`src/rtl/quad_dac_serial_if.sv`:
```
module quad_dac_serial_if #(
  parameter int DW   = 12,
  parameter int AW   = 2,
  parameter int SYNC = 2
) (
  input  logic                     clk,
  input  logic                     rst_n,
  input  logic                     sclk_pin,
  input  logic                     csn_pin,
  input  logic                     sdi_pin,
  input  logic                     ldn_pin,
  input  logic                     clrn_pin,
  input  logic                     clrsel_pin,
  output logic [(1<<AW)*DW-1:0]    chan_o,
  output logic                     proto_err
);
  localparam int NCH = 1 << AW;
  localparam int WW  = AW + 2 + DW;
  localparam logic [DW-1:0] MID = DW'(1) << (DW-1);
  localparam logic [5:0] IDLE = 6'b011010;

  logic [5:0] sync_q [SYNC];
  logic [5:0] pins_s;
  logic       sclk_s, csn_s, sdi_s, ldn_s, clrn_s, clrsel_s;
  logic       shclk_q, ldn_q;
  logic       shift_rise, ld_fall;
  logic [WW-1:0] shreg;
  logic [AW-1:0] addr;
  logic [DW-1:0] data;
  logic [DW-1:0] ch_q [NCH];

  always_ff @(posedge clk) begin
    if (!rst_n) begin
      for (int i = 0; i < SYNC; i++) sync_q[i] <= IDLE;
    end else begin
      sync_q[0] <= {clrsel_pin, clrn_pin, ldn_pin, sdi_pin, csn_pin, sclk_pin};
      for (int i = 1; i < SYNC; i++) sync_q[i] <= sync_q[i-1];
    end
  end

  assign pins_s   = sync_q[SYNC-1];
  assign sclk_s   = pins_s[0];
  assign csn_s    = pins_s[1];
  assign sdi_s    = pins_s[2];
  assign ldn_s    = pins_s[3];
  assign clrn_s   = pins_s[4];
  assign clrsel_s = pins_s[5];

  assign shift_rise = (csn_s | sclk_s) & ~shclk_q;
  assign ld_fall    = ~ldn_s & ldn_q;
  assign addr       = shreg[WW-1 -: AW];
  assign data       = shreg[DW-1:0];

  always_ff @(posedge clk) begin
    if (!rst_n) begin
      shclk_q   <= 1'b1;
      ldn_q     <= 1'b1;
      shreg     <= '0;
      proto_err <= 1'b0;
    end else begin
      shclk_q   <= csn_s | sclk_s;
      ldn_q     <= ldn_s;
      proto_err <= shift_rise & ~ldn_s;
      if (shift_rise) shreg <= {shreg[WW-2:0], sdi_s};
    end
  end

  for (genvar g = 0; g < NCH; g++) begin : g_ch
    always_ff @(posedge clk) begin
      if (!rst_n)                              ch_q[g] <= '0;
      else if (!clrn_s)                        ch_q[g] <= clrsel_s ? MID : '0;
      else if (ld_fall && addr == AW'(g))      ch_q[g] <= data;
    end
    assign chan_o[g*DW +: DW] = ch_q[g];
  end
endmodule


```
`config.mk`:
```
export PLATFORM = sky130hd
export DESIGN_NAME = quad_dac_serial_if
export DESIGN_NICKNAME = d
export VERILOG_FILES = /design/src/rtl/quad_dac_serial_if.sv
export SDC_FILE = /design/constraint.sdc
export NUM_CORES = 1
export LEC_CHECK = 0
export BUFFER_PORTS_ARGS = -buffer_cell sky130_fd_sc_hd__buf_2
export CORE_MARGIN = 4
export CORE_UTILIZATION = 40
export CTS_BUF_LIST = sky130_fd_sc_hd__clkbuf_16
export DETAILED_ROUTE_END_ITERATION = 7
export REMOVE_ABC_BUFFERS = 1
export SYNTH_ARGS = -nofsm -noshare
export SYNTH_HDL_FRONTEND = slang
export SYNTH_SLANG_ARGS = --single-unit
```
`constraint.sdc`:
```
create_clock -name clk -period 4.5 [get_ports clk]
set_clock_uncertainty 0.2 [all_clocks]
set_input_delay 0 -clock clk [delete_from_list [all_inputs] [get_ports clk]]
set_output_delay 0 -clock clk [all_outputs]
set_load 0.1 [all_outputs]
```
After elaboration in Yosys (flattened, before gate mapping)
Memories as Yosys holds them, arrays and structs flattened.
Cells that the tools add are included.
W data, S select, Z words.
{"block": "word_totals", "output_inout_bits": 49, "n_memories": 2, "ff_bits": 19, "wordCells": 62, "ramBits": 60, "inputBits": 8}
{"block": "op_classes", "bitwise": 16, "n_reduce_logical": 5, "n_mux": 32, "eq_ne": 3}
{"name": "ch_q", "depth": 4, "width": 12, "read_ports": 4, "rd_ports_with_merged_regs": 0, "write_ports": 4, "line_no": "30", "rtl": "logic [DW-1:0] ch_q [NCH];"}
{"name": "sync_q", "depth": 2, "width": 6, "read_ports": 2, "rd_ports_with_merged_regs": 0, "write_ports": 2, "line_no": "22", "rtl": "logic [5:0] sync_q [SYNC];"}
{"operator": "$mux W12", "count": 9}
{"operator": "$mux W1", "count": 21}
{"operator": "$mux W6", "count": 2}
{"operator": "$or A1 B1 Y1", "count": 11}
{"operator": "$eq A2 B2 Y1 const B", "count": 2}
{"operator": "$logic_and A1 B1 Y1", "count": 4}
{"operator": "$and A1 B1 Y1", "count": 3}
{"operator": "$eq A2 B1 Y1 const B", "count": 1}
{"operator": "$logic_not A2 Y1", "count": 1}
{"operator": "$not A1 Y1", "count": 2}

Longest topological paths before layout
Gate-level depths: netlist of the first run.
{"block": "logic_depth", "depth_word": 8, "ltp_mapped": 4, "ltp_nobuf": 2}

Worst setup path after synthesis of the first run
Ideal clock, no wire load.
{"block": "synth_timing", "path_type": "reg-to-reg", "startpoint": "memory sync_q[1][4] (netlist: sync_q[0][10])", "endpoint": "memory ch_q[1][0] (netlist: ch_q[0][12]) (enable)", "t_arrival_ns": 1.572, "synth_period_minus_slack_ns": 2.170, "path_stages_with_launch": 4, "required_time_ns": 3.902, "slack_ns": 2.330, "path_buffers": 1, "setup_ns": 0.398, "cell_sequence": "dfxtp_1 -> nand4b_4 -> buf_6 -> o21ai_0"}
{"item": "from (decl)", "line_no": "22"}
{"item": "to (decl)", "line_no": "30"}

==> results of run 1 <==
-- cell families after synthesis --
group           synth area share (%)
buf+inv                         5.60
mux                             5.47
compound gates                  2.27
flops                           70.5
simple gates                    16.2
-- through the flow --
step                area, µm²  util (%)  power [mW]  cells  worst slack [ns]
detailed placement       3220      46.4        1.03    357              1.87
floorplan                2810         -       0.997    204              2.13
CTS                      3620      52.2        1.77    383              1.68
global placement         3220      46.4        1.03    357              1.96
finish                   3620      52.2        1.75    383              1.69
global route             3620      52.2        1.82    383              1.44
-- worst register-to-register path, stage by stage (launching register included) --
cell      delay (ns)
dfxtp_1         0.39
nand4b_4        0.45
o21ai_1         1.03
-- flip-flops by register name (all words and copies together) (netlist names) --
register	flops
sync_q	12
ldn_q	1
shclk_q	1
shreg	16
proto_err	1
ch_q	48
-- cell type report --
| class | instances | share of cell area (%) |
|---|---|---|
| Sequential cell | 79 | 56.9 |
| Timing Repair Buffer | 67 | 10.7 |
| Clock inverter | 6 | 1.52 |
| Inverter | 12 | 1.24 |
| Multi-Input combinational cell | 113 | 19.4 |
| Clock buffer | 10 | 6.90 |
| Tap cell | 96 | 3.31 |
-- worst max-delay path by stage --
| stage | endpoint | slack, ns | depth (start not counted) |
|---|---|---|---|
| finish | ch_q[1][11]$_SDFFCE_PN0P_ | 1.69 | 4 |
| global route | ch_q[1][14]$_SDFFCE_PN0P_ | 1.44 | 4 |
| CTS | ch_q[1][1]$_SDFFCE_PN0P_ | 1.68 | 4 |
| detailed placement | ch_q[1][3]$_SDFFCE_PN0P_ | 1.87 | 3 |
| global placement | ch_q[1][2]$_SDFFCE_PN0P_ | 1.96 | 3 |
| floorplan | ch_q[0][12]$_SDFFCE_PN0P_ | 2.13 | 2 |
-- synth_stat cells (all sizes together), types with 3 or more instances --
master   n
mux2i   16
nor2     3
and3    11
and2     7
inv     12
nand2b   9
nand2   20
o21ai    5
edfxtp  48
buf     15
nor3    33
dfxtp   31
-- power by group through the flow --
stage                     Combinational, mW  Clock, mW  Sequential [mW]
after global placement                0.212          0            0.818
after detailed placement              0.213          0            0.819
after floorplan                      0.0189          0            0.978
after CTS                             0.220      0.743            0.803
after global routing                  0.226      0.785            0.805
final                                 0.219      0.729            0.803
-- layer usage --
layer	GRT usage, %	up-vias	wire [µm]
met3	7.00	6	383
met1	16.5	842	2520
met4	3.97	0	35
li1	-	897	-
met5	0	-	0
met2	21.5	54	2460
-- timing repair --
| action | 4_1_cts | 5_1_grt |
|---|---|---|
| setup endpoints to repair | 0 | 0 |
| endpoints found under the hold margin | 11 | 0 |
| setup buffers | 0 | 0 |
| hold buffers | 10 | 0 |
==> impl_metrics.ini, run 1 <==
[synthesis]
ys_seq_elements = 79
yosysTopAreaCellShare_pct = 49.3
synth.avg_cell_area_um2 = 13.2
synthArstFlopShare_pct = 0
yosysTopAreaCell = edfxtp_1
synth_warnings = 0
synth_top_flop_cell = edfxtp_1
synthCells = 221
yosys-top-cells-area = edfxtp_1 (49%), dfxtp_1 (21%), nor3_1 (5.6%)
ys_types = 23
synth_area_mm2 = 0.00293
yosysSeqAreaShare_pct = 70.5
synth-edff-count = 48

[timing]
setup_tns_ns = 0
tightestPinTransition_ns = 1.08
setup_viol = 0
hold_slack_ns = 0.208
period_share_pct = 62.4
timing.fmax_ghz = 0.356
relSlewSlack_pct = 27.5
final-max-slew-violation-count = 0
hold_viol = 0
post-route-min-period_ns = 2.81
rsz0062_at_grt = false

[floorplan]
core_area_mm2 = 0.00694
num_rows = 30
start_util_pct = 42.1
io-pin-count = 57
dieArea_mm2 = 0.00875
die_w_um = 93.5
die_h_um = 93.5

[setup_path]
reg2reg_depth = 2
crit_chain = dlygate4sd3_1 -> buf_2 -> nand4b_4 -> o21ai_1
cp.arrival_ns = 2.55
cp.required_ns = 4.25
max_stage_delay_ns = 1.02
crit_type = input port to flip-flop
r2r-end = ch_q[1][11]$_SDFFCE_PN0P_
critPathSlowestCell = o21ai_1
rrSetupSlack_ns = 2.04
regToRegStartpoint = sync_q[0][10]$_SDFF_PN1_
crit_fanout = 41
cp_num_buf_inv = 2
crit_path_end_kind = flip-flop
start_kind = input port
startpoint = rst_n
cpLargestDelayFamily = compound AO/OA/AOI/OAI gates

[grt]
grt_max_degree = 42
grt_use_total_pct = 13.7
overflow = 0
first_global_vias = 1794
antenna_found_initial = 0
grt_pass1_wl_um = 9030

[cells_and_area]
drive_gt1_share_pct = 26.8
fillers = 615
final_common_cell = buf_2
diodes = 0
seqCellArea_mm2 = 0.00206
fin_nets = 290
final_cell_mix = buf_2 (56), edfxtp_1 (48), nor3_1 (33), dfxtp_1 (31), nand2_1 (20)
syn_to_final_growth_pct = 23.9
multiInputGateArea_um2 = 704

[clock_network]
cts_buffers = 9
ctsRootBufferMaster = clkbuf_16
cts.path.max_buffers = 2
htreeDepth = 3
clock_latency_ns = 0.33
clkSinkCount = 79
cts_tree = built
cts_resized = 0
clk_pin_slew_worst_paths_ns = 0.06

[worst_hold_path]
hp-start = sync_q[0][3]$_SDFF_PN1_
min_to = sync_q[0][9]$_SDFF_PN1_
min_path_type = flip-flop to flip-flop
whs_path_depth = 1

[status]
outcome = complete, no violations

[pwr]
p_int_mw = 1.28
p_seq_share_pct = 45.9
p_sw_share_pct = 26.7
p_comb_share_pct = 12.5
p_leak_nw = 1.51
p_per_area_mw_per_mm2 = 483
peakVddDrop_uv = 312
p_clk_share_pct = 41.6
p_switching_mw = 0.468

[drt]
drt-pass1-iter-count = 4
post_drt_wl_per_cell_um = 14.1
vias_per_cell = 4.70
route.detailed.drc = 0
drt_iter0_markers = 35
wirelength_um = 5390
num_vias = 1799
ant_nets = 0

[placed_design]
gp_congestion = 0.741
place_hpwl_um = 3850
port_buffers = 56

[flow_run]
max-cap-violations = 0
Note: power is estimated with default switching activity, not from simulation.
==> run 2, diff against run 1 <==
--- a/config.mk
+++ b/config.mk
@@ -5,6 +5,7 @@
 export SDC_FILE = /design/constraint.sdc
 export NUM_CORES = 1
 export LEC_CHECK = 0
+export ABC_AREA = 1
 export BUFFER_PORTS_ARGS = -buffer_cell sky130_fd_sc_hd__buf_2
 export CORE_MARGIN = 4
 export CORE_UTILIZATION = 40
==> constraint.sdc (replaced) <==
create_clock -name clk -period 2.76 [get_ports clk]
set_clock_uncertainty 0.2 [all_clocks]
set_input_delay 0 -clock clk [delete_from_list [all_inputs] [get_ports clk]]
set_output_delay 0 -clock clk [all_outputs]
set_load 0.1 [all_outputs]
==> run 2 against run 1 <==
Net effect:
- critical path depth increased by 2
- cell count rose by 14%
- die area unchanged
- largest cell class unchanged
- via count increased by 8.5%
- power increased by 65%
- worst hold slack lost 0.018 ns
- sequential share of layout area is 0.18 points lower
- critical endpoint is now ch_q[1][18]$_SDFFCE_PN0P_
- global-route usage up 1.8 points
==> impl_metrics.ini, run 2 <==
[status]
outcome = complete, no violations

[floorplan]
io-pin-count = 57
core_area_mm2 = 0.00694
dieArea_mm2 = 0.00875
die_w_um = 93.5
num_rows = 30
die_h_um = 93.5
start_util_pct = 42.1

[grt]
grt_pass1_wl_um = 9980
top_usage_layer = met2
overflow = 0
first_global_vias = 1986
grt_use_total_pct = 15.5
grt_util_met3_pct = 5.15
grt_max_degree = 18
use_met1_pct = 17.4
met2_usage_pct = 27.9
antenna_found_initial = 0

[clock_network]
cts.path.max_buffers = 2
ctsRootBufferMaster = clkbuf_16
clkSinkCount = 79
cts_buffers = 9
htreeDepth = 3
postCtsSetupRepairBufs = 0
clk_pin_slew_worst_paths_ns = 0.06
cts_tree = built
clock_latency_ns = 0.33
hold_buffers = 8
cts_resized = 0

[synthesis]
synth_most_common_cell = nor2_1
synthArstFlopShare_pct = 0
ys_types = 16
yosysTopAreaCellShare_pct = 49.3
yosys-top-cells-count = nor2_1 (79), edfxtp_1 (48), nand2_1 (36)
synth_top_flop_cell = edfxtp_1
synthCells = 270
ys_seq_elements = 79
synth_warnings = 0
yosysTopAreaCell = edfxtp_1
synth_area_mm2 = 0.00293
yosys-top-cells-area = edfxtp_1 (49%), dfxtp_1 (21%), nor2_1 (10%)
synth.avg_cell_area_um2 = 10.8
synth-edff-count = 48
yosysSeqAreaShare_pct = 70.5

[timing]
post-route-min-period_ns = 1.85
tightestPinTransition_ns = 0.681
final-max-slew-violation-count = 0
setup_viol = 0
period_share_pct = 66.9
relSlewSlack_pct = 54.5
hold_slack_ns = 0.189
timing.fmax_ghz = 0.542
hold_viol = 0
rsz0062_at_grt = false
setup_tns_ns = 0

[placed_design]
place_hpwl_um = 4530
port_buffers = 56
place_inst = 413
gp_congestion = 0.935

[setup_path]
cp.required_ns = 2.53
critPathSlowestCell = dlygate4sd3_1
reg2reg_depth = 4
crit_path_end_kind = flip-flop
crit_chain = dlygate4sd3_1 -> buf_2 -> nand2_4 -> nor2_8 -> nand2_4 -> nand2_1
cp.arrival_ns = 1.62
crit_top_cell = nand2_4
start_kind = input port
max_stage_delay_ns = 0.52
crit_fanout = 12
crit_type = input port to flip-flop

[pwr]
peakVddDrop_uv = 375
p_leak_nw = 1.60
p_per_area_mw_per_mm2 = 796

[cells_and_area]
largest_reg_flops = 48
fin_nets = 344
regMostFlops = ch_q
final_common_cell = nor2_1
diodes = 0
top_regs = ch_q: 48 flops, shreg: 16 flops, sync_q: 12 flops
fillers = 628
syn_to_final_growth_pct = 24.2
drive_gt1_share_pct = 26.1
instances_no_fill = 437
final_cell_mix = nor2_1 (79), buf_2 (56), edfxtp_1 (48), nand2_1 (36), dfxtp_1 (31)

[drt]
post_drt_wl_per_cell_um = 14.6
drt_iter0_markers = 81
vias_per_cell = 4.47
wirelength_um = 6390
num_vias = 1952
ant_nets = 0
drt-pass1-iter-count = 4
route.detailed.drc = 0

[worst_hold_path]
whs_path_depth = 4
min_path_type = input port to flip-flop

[flow_run]
max-cap-violations = 0
-- run 2: layer usage --
metal,wire (µm),vias up,part of all wire [%]
li1,-,981,-
met1,2670,899,42
met2,3240,62,51
met3,400,10,6.3
met4,82,0,1.3
met5,0,-,0
-- run 2: worst paths after layout --
path / startpoint / endpoint / slack [ns]
worst max-delay path: rst_n / ch_q[1][18]$_SDFFCE_PN0P_ / 0.91
worst min register to register: sync_q[0][1]$_SDFF_PN1_ / sync_q[0][7]$_SDFF_PN1_ / 0.21
worst min-delay path: sclk_pin / sync_q[0][0]$_SDFF_PN0_ / 0.19
worst max register to register: sync_q[0][10]$_SDFF_PN1_ / ch_q[1][18]$_SDFFCE_PN0P_ / 0.93
-- run 2: logic make-up (layout without fill, tap and decap cells) --
kind of cell | after synthesis | after routing | share of synthesized area [%]
and+or+nand+nor | 151 | 151 | 22.9
DFF | 79 | 79 | 70.5
buffers and inverters | 40 | 111 | 6.67
-- run 2: power breakdown --
| group | internal, mW | leakage (nW) | switching (mW) |
|---|---|---|---|
| registers | 1.30 | 0.759 | 0.0188 |
| clock network | 0.709 | 0.139 | 0.483 |
| logic | 0.0525 | 0.699 | 0.330 |
| total | 2.06 | 1.60 | 0.832 |
-- run 2: final cells by class --
| cell class | count | area [µm²] | area share, % |
|---|---|---|---|
| flip-flops and latches | 79 | 2060 | 56.7 |
| multi-input cells | 151 | 669 | 18.4 |
| repair buffers | 65 | 368 | 10.1 |
| clock buffers | 9 | 225 | 6.19 |
| well taps | 96 | 120 | 3.30 |
| inverters | 30 | 113 | 3.10 |
| clock inverters | 7 | 78.8 | 2.17 |
-- run 2: stage by stage --
stage | power [mW] | utilization, % | cell area [µm²] | setup slack, ns
global route | 2.98 | 52.4 | 3640 | 0.778
finish | 2.89 | 52.4 | 3640 | 0.915
floorplan | 1.65 | - | 2840 | 1.13
CTS | 2.91 | 52.4 | 3640 | 0.881
global placement | 1.72 | 46.8 | 3250 | 0.965
detailed placement | 1.72 | 46.8 | 3250 | 0.896
-- run 2: critical path, delay by kind of cell --
family / cells / cell delay [ns]
buffers and inverters: 2 / 0.76
and+or+nand+nor: 4 / 0.85
==> run 3, diff against run 2 <==
==> constraint.sdc (replaced) <==
create_clock -name clk -period 1.7 [get_ports clk]
set_clock_uncertainty 0.2 [all_clocks]
set_input_delay 0 -clock clk [delete_from_list [all_inputs] [get_ports clk]]
set_output_delay 0 -clock clk [all_outputs]
set_load 0.1 [all_outputs]
==> run 3 against run 2 <==
Net effect:
- die area did not move
- register-to-register slack got worse by 0.74 ns
- sequential share of layout area fell by 2.1 points
- largest power group unchanged
- highest routed layer unchanged
==> impl_metrics.ini, run 3 (synthesis results as in run 2) <==
[flow_run]
max-cap-violations = 0

[timing]
setup_tns_ns = 0
rsz0062_at_grt = false
period_share_pct = 88.9
relSlewSlack_pct = 66.4
timing.fmax_ghz = 0.662
post-route-min-period_ns = 1.51
setup_viol = 0
hold_slack_ns = 0.202
tightestPinTransition_ns = 0.503
hold_viol = 0
layout_setup_ws_ns = 0.189
final-max-slew-violation-count = 0

[setup_path]
crit_type = flip-flop to flip-flop
cp.required_ns = 1.54
crit_fanout = 12
cp.arrival_ns = 1.35
crit_path_end_kind = flip-flop
start_kind = flip-flop
reg2reg_depth = 5

[drt]
post_drt_wl_per_cell_um = 12.2
drt-pass1-iter-count = 4
drt_iter0_markers = 125
ant_nets = 0
num_vias = 1946
route.detailed.drc = 0
vias_per_cell = 4.32
wirelength_um = 5490

[floorplan]
num_rows = 30
io-pin-count = 57
dieArea_mm2 = 0.00875
die_h_um = 93.5
core_area_mm2 = 0.00694
start_util_pct = 42.1
die_w_um = 93.5

[placed_design]
place_ws_ns = 0.196
place_hpwl_um = 3840
gp_congestion = 0.792
placed_cell_area_mm2 = 0.00338
port_buffers = 56

[clock_network]
cts_tree = built
cts.path.max_buffers = 2
ctsRootBufferMaster = clkbuf_16
clock_latency_ns = 0.32
hold_buffers = 10
postCtsSetupRepairBufs = 0
cts_resized = 0
clkSinkCount = 79
htreeDepth = 3
cts_buffers = 9
clk_pin_slew_worst_paths_ns = 0.06

[grt]
overflow = 0
grt_use_total_pct = 13.5
grt_max_degree = 17
antenna_found_initial = 0
grt_pass1_wl_um = 9140
met2_usage_pct = 21.7
use_met1_pct = 17.8
top_usage_layer = met2
grt_util_met3_pct = 3.54
first_global_vias = 1825

[worst_hold_path]
whs_path_depth = 3
min_path_type = input port to flip-flop

[status]
outcome = complete, no violations

[cells_and_area]
syn_to_final_growth_pct = 28.9
largest_reg_flops = 48
stdcell_area_mm2 = 0.00377
final_common_cell = nor2_1
drive_gt1_share_pct = 28.2
regMostFlops = ch_q
fin_nets = 357
final_cell_mix = nor2_1 (79), buf_2 (56), edfxtp_1 (48), nand2_1 (36), dfxtp_1 (31)
diodes = 0
top_regs = ch_q: 48 flops, shreg: 16 flops, sync_q: 12 flops

[pwr]
p_per_area_mw_per_mm2 = 1220
peakVddDrop_uv = 552
p_leak_nw = 1.67
==> run 3: worst max-delay path, stage by stage, from the launching register on <==
cell	delay (ns)
dfxtp_1	0.34
nand2_1	0.13
nor2_8	0.24
nand2_4	0.06
nand2_1	0.10
buf_12	0.15
==> run 3: final timing paths <==
| kind | from | end | slack (ns) |
|---|---|---|---|
| max | sync_q[0][10]$_SDFF_PN1_ | ch_q[1][4]$_SDFFCE_PN0P_ | 0.19 |
| min reg2reg | sync_q[0][3]$_SDFF_PN1_ | sync_q[0][9]$_SDFF_PN1_ | 0.21 |
| max reg2reg | sync_q[0][10]$_SDFF_PN1_ | ch_q[1][4]$_SDFFCE_PN0P_ | 0.19 |
| min | ldn_pin | sync_q[0][3]$_SDFF_PN1_ | 0.20 |
==> run 3: layer usage <==
layer	vias up	routed length (µm)
met5	-	0
met4	0	48
met2	59	2670
met1	875	2400
li1	1007	-
met3	5	374
==> run 3: stage by stage <==
step | power (mW) | cells | utilization [%]
after floorplan | 2.68 | 260 | -
after detailed placement | 2.82 | 424 | 48.7
after global placement | 2.81 | 424 | 48.7
final | 4.60 | 450 | 54.3
after CTS | 4.63 | 450 | 54.3
after global routing | 4.77 | 450 | 54.3
==> run 3: layout make-up <==
type / count / area, µm²
multi-input combinational: 151 / 669
sequential: 79 / 2060
inverter: 30 / 113
timing repair buffer: 78 / 520
tap: 96 / 120
clock inverter: 7 / 62.6
clock buffer: 9 / 225
fill: 610 / 3170
==> run 3: power by group <==
| group | total, mW | switching (mW) | internal [mW] | leakage (nW) |
|---|---|---|---|---|
| sequential | 2.14 | 0.0272 | 2.11 | 0.759 |
| clock | 1.81 | 0.789 | 1.02 | 0.139 |
| combinational | 0.652 | 0.536 | 0.117 | 0.774 |
| total | 4.60 | 1.35 | 3.25 | 1.67 |
